**src/rtl/cw_pkg.sv**
```systemverilog
// Shared types of the in-order commit window.
package cw_pkg;

    // Which rule decided the dispatch grant this cycle.
    typedef enum logic [1:0] {
        PICK_NONE = 2'd0,
        PICK_MEM  = 2'd1,
        PICK_AGE  = 2'd2
    } pick_kind_e;

endpackage

```
**src/rtl/cw_ptrs.sv**
```systemverilog
// Head/tail pointers and occupancy count of the circular window.
// Assumes DEPTH is a power of two so that the pointers wrap naturally.
// push must only be raised when not full and pop only when not empty.
module cw_ptrs #(
    parameter int DEPTH = 8,
    parameter int IDX_W = $clog2(DEPTH),
    parameter int CNT_W = $clog2(DEPTH + 1)
) (
    input  logic             clk,
    input  logic             rst_n,
    input  logic             flush,
    input  logic             push,
    input  logic             pop,
    output logic [IDX_W-1:0] head,
    output logic [IDX_W-1:0] tail,
    output logic             full
);

    logic [CNT_W-1:0] count;
    logic             empty;

    assign full  = (count == CNT_W'(DEPTH));
    assign empty = (count == '0);

    // Advance pointers and count; reset and flush return to an empty queue.
    always_ff @(posedge clk) begin
        if (!rst_n || flush) begin
            head  <= '0;
            tail  <= '0;
            count <= '0;
        end else begin
            if (push) tail <= tail + 1'b1;
            if (pop)  head <= head + 1'b1;
            count <= count + CNT_W'(push) - CNT_W'(pop);
        end
    end

    p_no_overflow_r2: assert property (@(posedge clk) disable iff (!rst_n)
        full |-> !push);
    p_no_underflow_r3: assert property (@(posedge clk) disable iff (!rst_n)
        empty |-> !pop);
    p_count_bound_r2: assert property (@(posedge clk) disable iff (!rst_n)
        count <= CNT_W'(DEPTH));
    p_gap_matches_r2: assert property (@(posedge clk) disable iff (!rst_n)
        (tail - head) == count[IDX_W-1:0]);

endmodule

```
**src/rtl/cw_operand.sv**
```systemverilog
// One source-operand cell: ready bit, producer tag and value.
// While waiting it compares its tag against the result bus and the commit
// bus and captures on a match. On load the incoming tag is compared
// directly, so a producer finishing in the same cycle is not missed.
// Assumes at most one bus carries a given tag in a cycle.
module cw_operand #(
    parameter int TAG_W  = 8,
    parameter int DATA_W = 16
) (
    input  logic              clk,
    input  logic              rst_n,
    input  logic              clear,
    input  logic              load,
    input  logic              in_rdy,
    input  logic [TAG_W-1:0]  in_tag,
    input  logic [DATA_W-1:0] in_data,
    input  logic              res_vld,
    input  logic [TAG_W-1:0]  res_tag,
    input  logic [DATA_W-1:0] res_data,
    input  logic              cmt_vld,
    input  logic [TAG_W-1:0]  cmt_tag,
    input  logic [DATA_W-1:0] cmt_data,
    output logic              rdy,
    output logic [DATA_W-1:0] data
);

    logic [TAG_W-1:0] tag_q;
    logic [TAG_W-1:0] key;
    logic             hit_res;
    logic             hit_cmt;

    // Tag under comparison: the incoming one on load, else the stored one.
    always_comb begin
        key     = load ? in_tag : tag_q;
        hit_res = res_vld && (res_tag == key);
        hit_cmt = cmt_vld && (cmt_tag == key);
    end

    // Load a new source, or capture a matching broadcast while waiting.
    always_ff @(posedge clk) begin
        if (!rst_n) begin
            rdy   <= 1'b0;
            tag_q <= '0;
            data  <= '0;
        end else if (clear) begin
            rdy <= 1'b0;
        end else if (load) begin
            tag_q <= in_tag;
            if (in_rdy) begin
                rdy  <= 1'b1;
                data <= in_data;
            end else if (hit_res) begin
                rdy  <= 1'b1;
                data <= res_data;
            end else if (hit_cmt) begin
                rdy  <= 1'b1;
                data <= cmt_data;
            end else begin
                rdy <= 1'b0;
            end
        end else if (!rdy) begin
            if (hit_res) begin
                rdy  <= 1'b1;
                data <= res_data;
            end else if (hit_cmt) begin
                rdy  <= 1'b1;
                data <= cmt_data;
            end
        end
    end

    p_hold_value_r8: assert property (@(posedge clk) disable iff (!rst_n)
        (rdy && !load && !clear) |=> (rdy && $stable(data)));
    p_capture_result_r8: assert property (@(posedge clk) disable iff (!rst_n)
        (!rdy && !load && !clear && res_vld && res_tag == tag_q)
        |=> (rdy && data == $past(res_data)));
    p_capture_commit_r9: assert property (@(posedge clk) disable iff (!rst_n)
        (!rdy && !load && !clear && !(res_vld && res_tag == tag_q)
         && cmt_vld && cmt_tag == tag_q)
        |=> (rdy && data == $past(cmt_data)));

endmodule

```
**src/rtl/cw_pick.sv**
```systemverilog
// Dispatch selector: scans slots in age order starting at the head.
// The oldest requesting memory slot wins; otherwise the oldest requester.
// Assumes DEPTH is a power of two (the slot index wraps on overflow).
module cw_pick
    import cw_pkg::*;
#(
    parameter int DEPTH = 8,
    parameter int IDX_W = $clog2(DEPTH)
) (
    input  logic             clk,
    input  logic             rst_n,
    input  logic [DEPTH-1:0] req,
    input  logic [DEPTH-1:0] mem,
    input  logic [IDX_W-1:0] base,
    output logic             gnt_vld,
    output logic [IDX_W-1:0] gnt_idx
);

    pick_kind_e       kind;
    logic [IDX_W-1:0] idx_mem;
    logic [IDX_W-1:0] idx_any;
    logic             found_mem;
    logic             found_any;

    // Walk youngest to oldest so the oldest hit is the one that remains.
    always_comb begin
        found_mem = 1'b0;
        found_any = 1'b0;
        idx_mem   = '0;
        idx_any   = '0;
        for (int i = DEPTH - 1; i >= 0; i--) begin
            logic [IDX_W-1:0] slot;
            slot = base + IDX_W'(i);
            if (req[slot]) begin
                found_any = 1'b1;
                idx_any   = slot;
                if (mem[slot]) begin
                    found_mem = 1'b1;
                    idx_mem   = slot;
                end
            end
        end
    end

    // Resolve the class of the winner and drive the grant.
    always_comb begin
        if (found_mem)      kind = PICK_MEM;
        else if (found_any) kind = PICK_AGE;
        else                kind = PICK_NONE;
        gnt_vld = (kind != PICK_NONE);
        gnt_idx = (kind == PICK_MEM) ? idx_mem : idx_any;
    end

    p_grant_requested_r5: assert property (@(posedge clk) disable iff (!rst_n)
        gnt_vld |-> req[gnt_idx]);
    p_grant_when_any_r6: assert property (@(posedge clk) disable iff (!rst_n)
        (|req) |-> gnt_vld);
    p_memory_first_r7: assert property (@(posedge clk) disable iff (!rst_n)
        (|(req & mem)) |-> mem[gnt_idx]);

endmodule

```
**src/rtl/commit_window.sv**
```systemverilog
// In-order commit instruction window. A circular queue of DEPTH slots, each
// a waiting station and a reorder slot at once. Allocates at the tail,
// dispatches one ready slot, records results by slot, and retires the head
// once it has executed. Waiting sources snoop both the result bus and the
// retirement bus. Assumes DEPTH is a power of two, destination tags in
// flight are unique, and results arrive only for dispatched slots.
module commit_window #(
    parameter int DEPTH  = 8,
    parameter int DATA_W = 16,
    parameter int TAG_W  = 8,
    parameter int PC_W   = 16,
    parameter int OP_W   = 4,
    localparam int IDX_W = $clog2(DEPTH)
) (
    input  logic              clk,
    input  logic              rst_n,
    input  logic              flush,
    input  logic              alloc_valid,
    output logic              alloc_ready,
    output logic [IDX_W-1:0]  alloc_slot,
    input  logic [PC_W-1:0]   alloc_pc,
    input  logic [OP_W-1:0]   alloc_op,
    input  logic              alloc_mem,
    input  logic [TAG_W-1:0]  alloc_dst,
    input  logic              alloc_a_rdy,
    input  logic [TAG_W-1:0]  alloc_a_tag,
    input  logic [DATA_W-1:0] alloc_a_data,
    input  logic              alloc_b_rdy,
    input  logic [TAG_W-1:0]  alloc_b_tag,
    input  logic [DATA_W-1:0] alloc_b_data,
    output logic              disp_valid,
    input  logic              disp_ready,
    output logic [IDX_W-1:0]  disp_slot,
    output logic [OP_W-1:0]   disp_op,
    output logic              disp_mem,
    output logic [DATA_W-1:0] disp_a,
    output logic [DATA_W-1:0] disp_b,
    output logic [TAG_W-1:0]  disp_dst,
    input  logic              res_valid,
    input  logic [IDX_W-1:0]  res_slot,
    input  logic [TAG_W-1:0]  res_tag,
    input  logic [DATA_W-1:0] res_data,
    output logic              cmt_valid,
    output logic [TAG_W-1:0]  cmt_tag,
    output logic [DATA_W-1:0] cmt_data,
    output logic [PC_W-1:0]   cmt_pc
);

    logic [IDX_W-1:0]  head;
    logic [IDX_W-1:0]  tail;
    logic              full;
    logic              push;
    logic              pop;
    logic              fire;

    logic [DEPTH-1:0]  ent_vld;
    logic [DEPTH-1:0]  ent_exe;
    logic [DEPTH-1:0]  ent_sent;
    logic [DEPTH-1:0]  ent_mem;
    logic [PC_W-1:0]   ent_pc  [DEPTH];
    logic [OP_W-1:0]   ent_op  [DEPTH];
    logic [TAG_W-1:0]  ent_dst [DEPTH];
    logic [DATA_W-1:0] ent_val [DEPTH];

    logic [DEPTH-1:0]  a_rdy;
    logic [DEPTH-1:0]  b_rdy;
    logic [DATA_W-1:0] a_data [DEPTH];
    logic [DATA_W-1:0] b_data [DEPTH];
    logic [DEPTH-1:0]  req;
    logic              gnt_vld;
    logic [IDX_W-1:0]  gnt_idx;

    // Edge handshakes: accept when room, retire an executed head.
    always_comb begin
        alloc_ready = !full;
        alloc_slot  = tail;
        push        = alloc_valid && !full && !flush;
        cmt_valid   = ent_vld[head] && ent_exe[head];
        cmt_tag     = ent_dst[head];
        cmt_data    = ent_val[head];
        cmt_pc      = ent_pc[head];
        pop         = cmt_valid && !flush;
        fire        = disp_valid && disp_ready;
    end

    cw_ptrs #(.DEPTH(DEPTH), .IDX_W(IDX_W)) u_ptrs (
        .clk   (clk),
        .rst_n (rst_n),
        .flush (flush),
        .push  (push),
        .pop   (pop),
        .head  (head),
        .tail  (tail),
        .full  (full)
    );

    // Per-slot control and payload: allocate, mark dispatch, record result, retire.
    always_ff @(posedge clk) begin
        if (!rst_n) begin
            ent_vld  <= '0;
            ent_exe  <= '0;
            ent_sent <= '0;
            ent_mem  <= '0;
            for (int i = 0; i < DEPTH; i++) begin
                ent_pc[i]  <= '0;
                ent_op[i]  <= '0;
                ent_dst[i] <= '0;
                ent_val[i] <= '0;
            end
        end else if (flush) begin
            ent_vld  <= '0;
            ent_exe  <= '0;
            ent_sent <= '0;
        end else begin
            for (int i = 0; i < DEPTH; i++) begin
                if (push && tail == IDX_W'(i)) begin
                    ent_vld[i]  <= 1'b1;
                    ent_exe[i]  <= 1'b0;
                    ent_sent[i] <= 1'b0;
                    ent_mem[i]  <= alloc_mem;
                    ent_pc[i]   <= alloc_pc;
                    ent_op[i]   <= alloc_op;
                    ent_dst[i]  <= alloc_dst;
                end else begin
                    if (pop && head == IDX_W'(i))
                        ent_vld[i] <= 1'b0;
                    if (fire && disp_slot == IDX_W'(i))
                        ent_sent[i] <= 1'b1;
                    if (res_valid && res_slot == IDX_W'(i) && ent_vld[i]) begin
                        ent_exe[i] <= 1'b1;
                        ent_val[i] <= res_data;
                    end
                end
            end
        end
    end

    // Two snooping source cells per slot.
    for (genvar g = 0; g < DEPTH; g++) begin : g_slot
        logic load_g;
        assign load_g = push && (tail == IDX_W'(g));

        cw_operand #(.TAG_W(TAG_W), .DATA_W(DATA_W)) u_src_a (
            .clk      (clk),
            .rst_n    (rst_n),
            .clear    (flush),
            .load     (load_g),
            .in_rdy   (alloc_a_rdy),
            .in_tag   (alloc_a_tag),
            .in_data  (alloc_a_data),
            .res_vld  (res_valid),
            .res_tag  (res_tag),
            .res_data (res_data),
            .cmt_vld  (cmt_valid),
            .cmt_tag  (cmt_tag),
            .cmt_data (cmt_data),
            .rdy      (a_rdy[g]),
            .data     (a_data[g])
        );

        cw_operand #(.TAG_W(TAG_W), .DATA_W(DATA_W)) u_src_b (
            .clk      (clk),
            .rst_n    (rst_n),
            .clear    (flush),
            .load     (load_g),
            .in_rdy   (alloc_b_rdy),
            .in_tag   (alloc_b_tag),
            .in_data  (alloc_b_data),
            .res_vld  (res_valid),
            .res_tag  (res_tag),
            .res_data (res_data),
            .cmt_vld  (cmt_valid),
            .cmt_tag  (cmt_tag),
            .cmt_data (cmt_data),
            .rdy      (b_rdy[g]),
            .data     (b_data[g])
        );

        assign req[g] = ent_vld[g] && !ent_sent[g] && a_rdy[g] && b_rdy[g];
    end

    cw_pick #(.DEPTH(DEPTH), .IDX_W(IDX_W)) u_pick (
        .clk     (clk),
        .rst_n   (rst_n),
        .req     (req),
        .mem     (ent_mem),
        .base    (head),
        .gnt_vld (gnt_vld),
        .gnt_idx (gnt_idx)
    );

    // Present the granted slot on the dispatch port.
    always_comb begin
        disp_valid = gnt_vld;
        disp_slot  = gnt_idx;
        disp_op    = ent_op[gnt_idx];
        disp_mem   = ent_mem[gnt_idx];
        disp_a     = a_data[gnt_idx];
        disp_b     = b_data[gnt_idx];
        disp_dst   = ent_dst[gnt_idx];
    end

    p_retire_after_result_r3: assert property (@(posedge clk) disable iff (!rst_n)
        (res_valid && res_slot == head && ent_vld[head] && !cmt_valid && !flush)
        |=> cmt_valid);
    p_dispatch_once_r6: assert property (@(posedge clk) disable iff (!rst_n)
        (fire && !flush) |=> !(disp_valid && disp_slot == $past(disp_slot)));
    p_flush_empties_r11: assert property (@(posedge clk) disable iff (!rst_n)
        flush |=> (alloc_ready && !cmt_valid && !disp_valid));
    p_full_blocks_r2: assert property (@(posedge clk) disable iff (!rst_n)
        (!alloc_ready && !pop && !flush) |=> !alloc_ready);

endmodule

```
**config.mk**
```make
export PLATFORM = sky130hd
export DESIGN_NAME = commit_window
export DESIGN_NICKNAME = d
export VERILOG_FILES = /design/src/rtl/cw_pkg.sv /design/src/rtl/cw_ptrs.sv /design/src/rtl/cw_operand.sv /design/src/rtl/cw_pick.sv /design/src/rtl/commit_window.sv
export SDC_FILE = /design/constraint.sdc
export NUM_CORES = 2
export LEC_CHECK = 0
export CAP_MARGIN = 20
export CORE_MARGIN = 2
export CORE_UTILIZATION = 34
export CTS_BUF_LIST = sky130_fd_sc_hd__clkbuf_8
export DETAILED_ROUTE_END_ITERATION = 8
export DONT_BUFFER_PORTS = 1
export GPL_TIMING_DRIVEN = 0
export PLACE_DENSITY = 0.45
export SLEW_MARGIN = 10
export SYNTH_ARGS = -nofsm -noshare
export SYNTH_HDL_FRONTEND = slang
export SYNTH_SLANG_ARGS = --single-unit
```
**constraint.sdc**
```tcl
create_clock -name clk -period 8.4 [get_ports clk]
set_input_delay 1.26 -clock clk [delete_from_list [all_inputs] [get_ports clk]]
set_output_delay 1.26 -clock clk [all_outputs]
set_load 0.05 [all_outputs]
```
==> metrics.yaml <==
critical_path:
  path_max_fanout: 10
  path_cells: "buf_6 > buf_6 > buf_2 > inv_1 > ha_1 > buf_2 > nand2b_1 > o22ai_1 > o21ai_0 > o31ai_1 > a21boi_0 > o211ai_1 > o211ai_1 > buf_2 > a21oi_2 > buf_2 > a22o_1 > a221oi_4"
  endpoint: "disp_b[14]"
  cp-end-kind: "output pin"
  crit_start: "u_ptrs.head[0]$_SDFFE_PP0P_"
  cp_slowest_cell: "a21oi_2"
  cp_common_cell: "buf_2"
  worstPathArrival_ps: 7040
  worstRegToRegCells: 13
  max_stage_delay_ps: 600
  worstPathRequired_ps: 7140
  r2r-end: "g_slot[6].u_src_a.data[13]$_SDFFE_PN0P_"
  r2r_slack_ps: 2800
  startpoint_type: "flop"
  critical_path_class: "reg2out"
floorplanning:
  rows: 132
  coreArea_sq_um: 130000
  die_area_sq_um: 134000
  initial_core_util: 0.344
  die_height_um: 366
  io_pins: 206
  die_w_um: 366
clock_tree:
  insertion_delay_ps: 940
  cts-root-buf: "clkbuf_8"
  cts_made_buffers: 154
  cts_tree: "done"
  path_clk_slew_ps: 60
  cts.sinks: 797
  cts_htree_levels: 4
  cts_buffer_depth: 3
  postCtsHoldBufs: 0
power_and_ir_drop:
  peakVddDrop_mv: 0.165
  p_clk_frac: 0.429
  switchingPower_uw: 2510
  pwr-share-comb: 0.090
  leakage_uw: 0.0193
  finalPower_uw: 8700
  internal_power_uw: 6190
  switching_share: 0.289
  p_seq_frac: 0.481
  p_per_area_nw_per_um2: 173
place:
  dpl.cell_count: 6247
  dp_hpwl_um: 149000
  io_buffer_count: 0
  globalplace.congestion: 0.931
  detailed_place.area_sq_um: 47300
yosys:
  async_reset_ff_frac: 0
  synth_flop_cell: "dfxtp_1"
  synth_top_area_frac: 0.237
  syn_inst: 4474
  synth_top_area_cell: "edfxtp_1"
  yosysMostFrequentCell: "nor2_1"
  mappedNetlistArea_sq_um: 44600
  synth_seq_cells: 797
  synth.avg_cell_area_sq_um: 9.97
  yosysSeqAreaShare: 0.437
  synthesis.nets: 4605
  synth_area_leaders: "edfxtp_1 24%, dfxtp_1 20%, mux2i_1 13%"
  ys_warn_count: 0
  yosysUniqueCellTypes: 90
  synth_common_cells: "641 x nor2_1, 564 x mux2i_1, 445 x dfxtp_1"
  synth_edf_count: 352
routing:
  drt-vias-per-instance: 5.80
  wl_per_cell_um: 31.1
  drtAntennaViolNets: 0
  routed_wl_um: 203000
  first_pass_iters: 6
  vias: 37795
  drtIter0Drc: 4104
  drt_drc_violations_left: 0
flow_run:
  cap_viol_max_count: 0
sta:
  hold_ws_ps: 458
  tightest_slew_ps: 1230
  maxSlewViolCount: 0
  finalCritPeriodShare: 0.988
  slew_headroom: 0.180
  fin_crit_ps: 8300
  rsz0062_at_grt: "yes"
  timing.fmax_mhz: 120
  finalClockSkew_ps: 46.0
  finalSetupViolCount: 0
  hold_viol: 0
global_routing:
  top_usage_layer: "met2"
  grt_first_pass_wirelength_um: 284000
  grt_max_degree: 24
  grt_overflow: 0
  met3_usage: 0.0765
  grt.total_usage: 0.294
  met1_usage: 0.386
  antenna_found_initial: 27
  grt_pass1_vias: 36961
  met2_usage: 0.463
finish:
  drive_gt1_frac: 0.138
  area_growth_pct: 12.7
  nNetsFinal: 4796
  final_cells: 6512
  fin_area_sq_um: 50300
status:
  status: "finished clean"
min_path:
  hp-class: "reg2reg"
==> stage by stage <==
step,util,worst slack [ps],setup TNS [ps]
after global placement,0.360,-489,-489
after CTS,0.386,20.8,0
final,0.387,99.0,0
after global routing,0.387,-79.8,-159
after detailed placement,0.365,901,0
after floorplan,-,2710,0
==> power by group through the flow <==
| stage | clock network (uW) | logic, uW | registers, uW |
|---|---|---|---|
| 2_1_floorplan | 0 | 469 | 4250 |
| 5_1_grt | 3950 | 815 | 4190 |
| 3_3_place_gp | 0 | 742 | 4270 |
| 6_report | 3740 | 784 | 4180 |
| 3_5_place_dp | 0 | 767 | 4260 |
| 4_1_cts | 3790 | 769 | 4180 |
==> how the worst min path moves through the flow <==
| stage | end | slack, ps | cells after the start | startpoint |
|---|---|---|---|---|
| 2_1_floorplan | ent_sent[5]$_SDFFE_PP0P_ | 430 | 2 | ent_sent[5]$_SDFFE_PP0P_ |
| 3_3_place_gp | g_slot[7].u_src_b.data[15]$_SDFFE_PN0P_ | 440 | 2 | g_slot[7].u_src_b.data[15]$_SDFFE_PN0P_ |
| 4_1_cts | u_ptrs.tail[2]$_SDFFE_PP0P_ | 390 | 1 | alloc_valid |
| 3_5_place_dp | g_slot[7].u_src_a.data[0]$_SDFFE_PN0P_ | 450 | 2 | g_slot[7].u_src_a.data[0]$_SDFFE_PN0P_ |
| 6_report | g_slot[7].u_src_b.data[0]$_SDFFE_PN0P_ | 460 | 2 | g_slot[7].u_src_b.data[0]$_SDFFE_PN0P_ |
| 5_1_grt | u_ptrs.tail[2]$_SDFFE_PP0P_ | 440 | 1 | alloc_valid |
==> what timing repair did <==
action | CTS | global route
hold endpoints to repair | 0 | 0
pin swaps | 0 | 0
gates resized for setup | 9 | 18
buffers inserted | 0 | 0
setup endpoints to repair | 15 | 35
==> worst max-delay path, delay by kind of cell, from the launching register on <==
| family | cells | cell delay, ps |
|---|---|---|
| flops | 1 | 420 |
| fa+ha+maj | 1 | 350 |
| simple gates | 1 | 260 |
| compound gates | 9 | 3070 |
| buf+inv | 7 | 2010 |
==> cell type report <==
cell class | count | area [sq um]
Buffer | 430 | 2140
Clock inverter | 92 | 527
Clock buffer | 164 | 2260
Timing Repair Buffer | 36 | 502
Fill cell | 13223 | 79500
Sequential cell | 797 | 19500
Tap cell | 1742 | 2180
Multi-Input combinational cell | 3171 | 22900
Antenna cell | 5 | 12.5
Inverter | 75 | 284
==> routing by layer <==
metal	share of wire	vias up	routed length [um]
li1	-	16596	-
met1	0.42	18992	86100
met2	0.45	1792	91200
met3	0.087	393	17600
met4	0.038	22	7720
met5	0.00063	-	127
==> flip-flops by register name, indices dropped and copies added, names as in the netlist, 4 cells and up, named ones only <==
signal                count
ent_dst                  64
ent_exe                   8
ent_mem                   8
ent_op                   32
ent_pc                  128
ent_sent                  8
ent_val                 128
ent_vld                   8
g_slot.u_src_a.data     128
g_slot.u_src_a.rdy        8
g_slot.u_src_a.tag_q     64
g_slot.u_src_b.data     128
g_slot.u_src_b.rdy        8
g_slot.u_src_b.tag_q     64
u_ptrs.count              4
==> cell families (layout without fill, tap and decap cells) <==
| family | after synthesis | in the layout | share of synthesized area |
|---|---|---|---|
| XOR/XNOR | 262 | 262 | 0.0515 |
| adder cells (fa/ha/maj) | 19 | 19 | 0.00550 |
| buffers and inverters | 506 | 797 | 0.0539 |
| AND/OR/NAND/NOR | 1154 | 1154 | 0.114 |
| flip-flops | 797 | 797 | 0.437 |
| AO/OA/AOI/OAI | 998 | 998 | 0.145 |
| other | 0 | 5 | 0 |
| multiplexers | 738 | 738 | 0.193 |
==> cell usage in the layout (no fill, tap or decap), drive strengths merged, types with 5 or more instances in the layout <==
cell and instances:
a211o 12, a211oi 22, a21oi 227, a221oi 43, a22o 41, a22oi 193
a31oi 23, and2 32, and3 13, buf 224, clkbuf 406, clkinv 29
dfxtp 445, diode 5, edfxtp 352, ha 18, inv 136, mux2 80
mux2i 570, mux4 88, nand2 261, nand2b 7, nand3 48, nand4 37
nand4b 9, nor2 641, nor2b 7, nor3 38, nor4 33, o211ai 74
o21a 5, o21ai 292, o22ai 33, or2 9, or3 9, xnor2 230
xor2 32
Note: power is estimated with default switching activity, not from simulation.
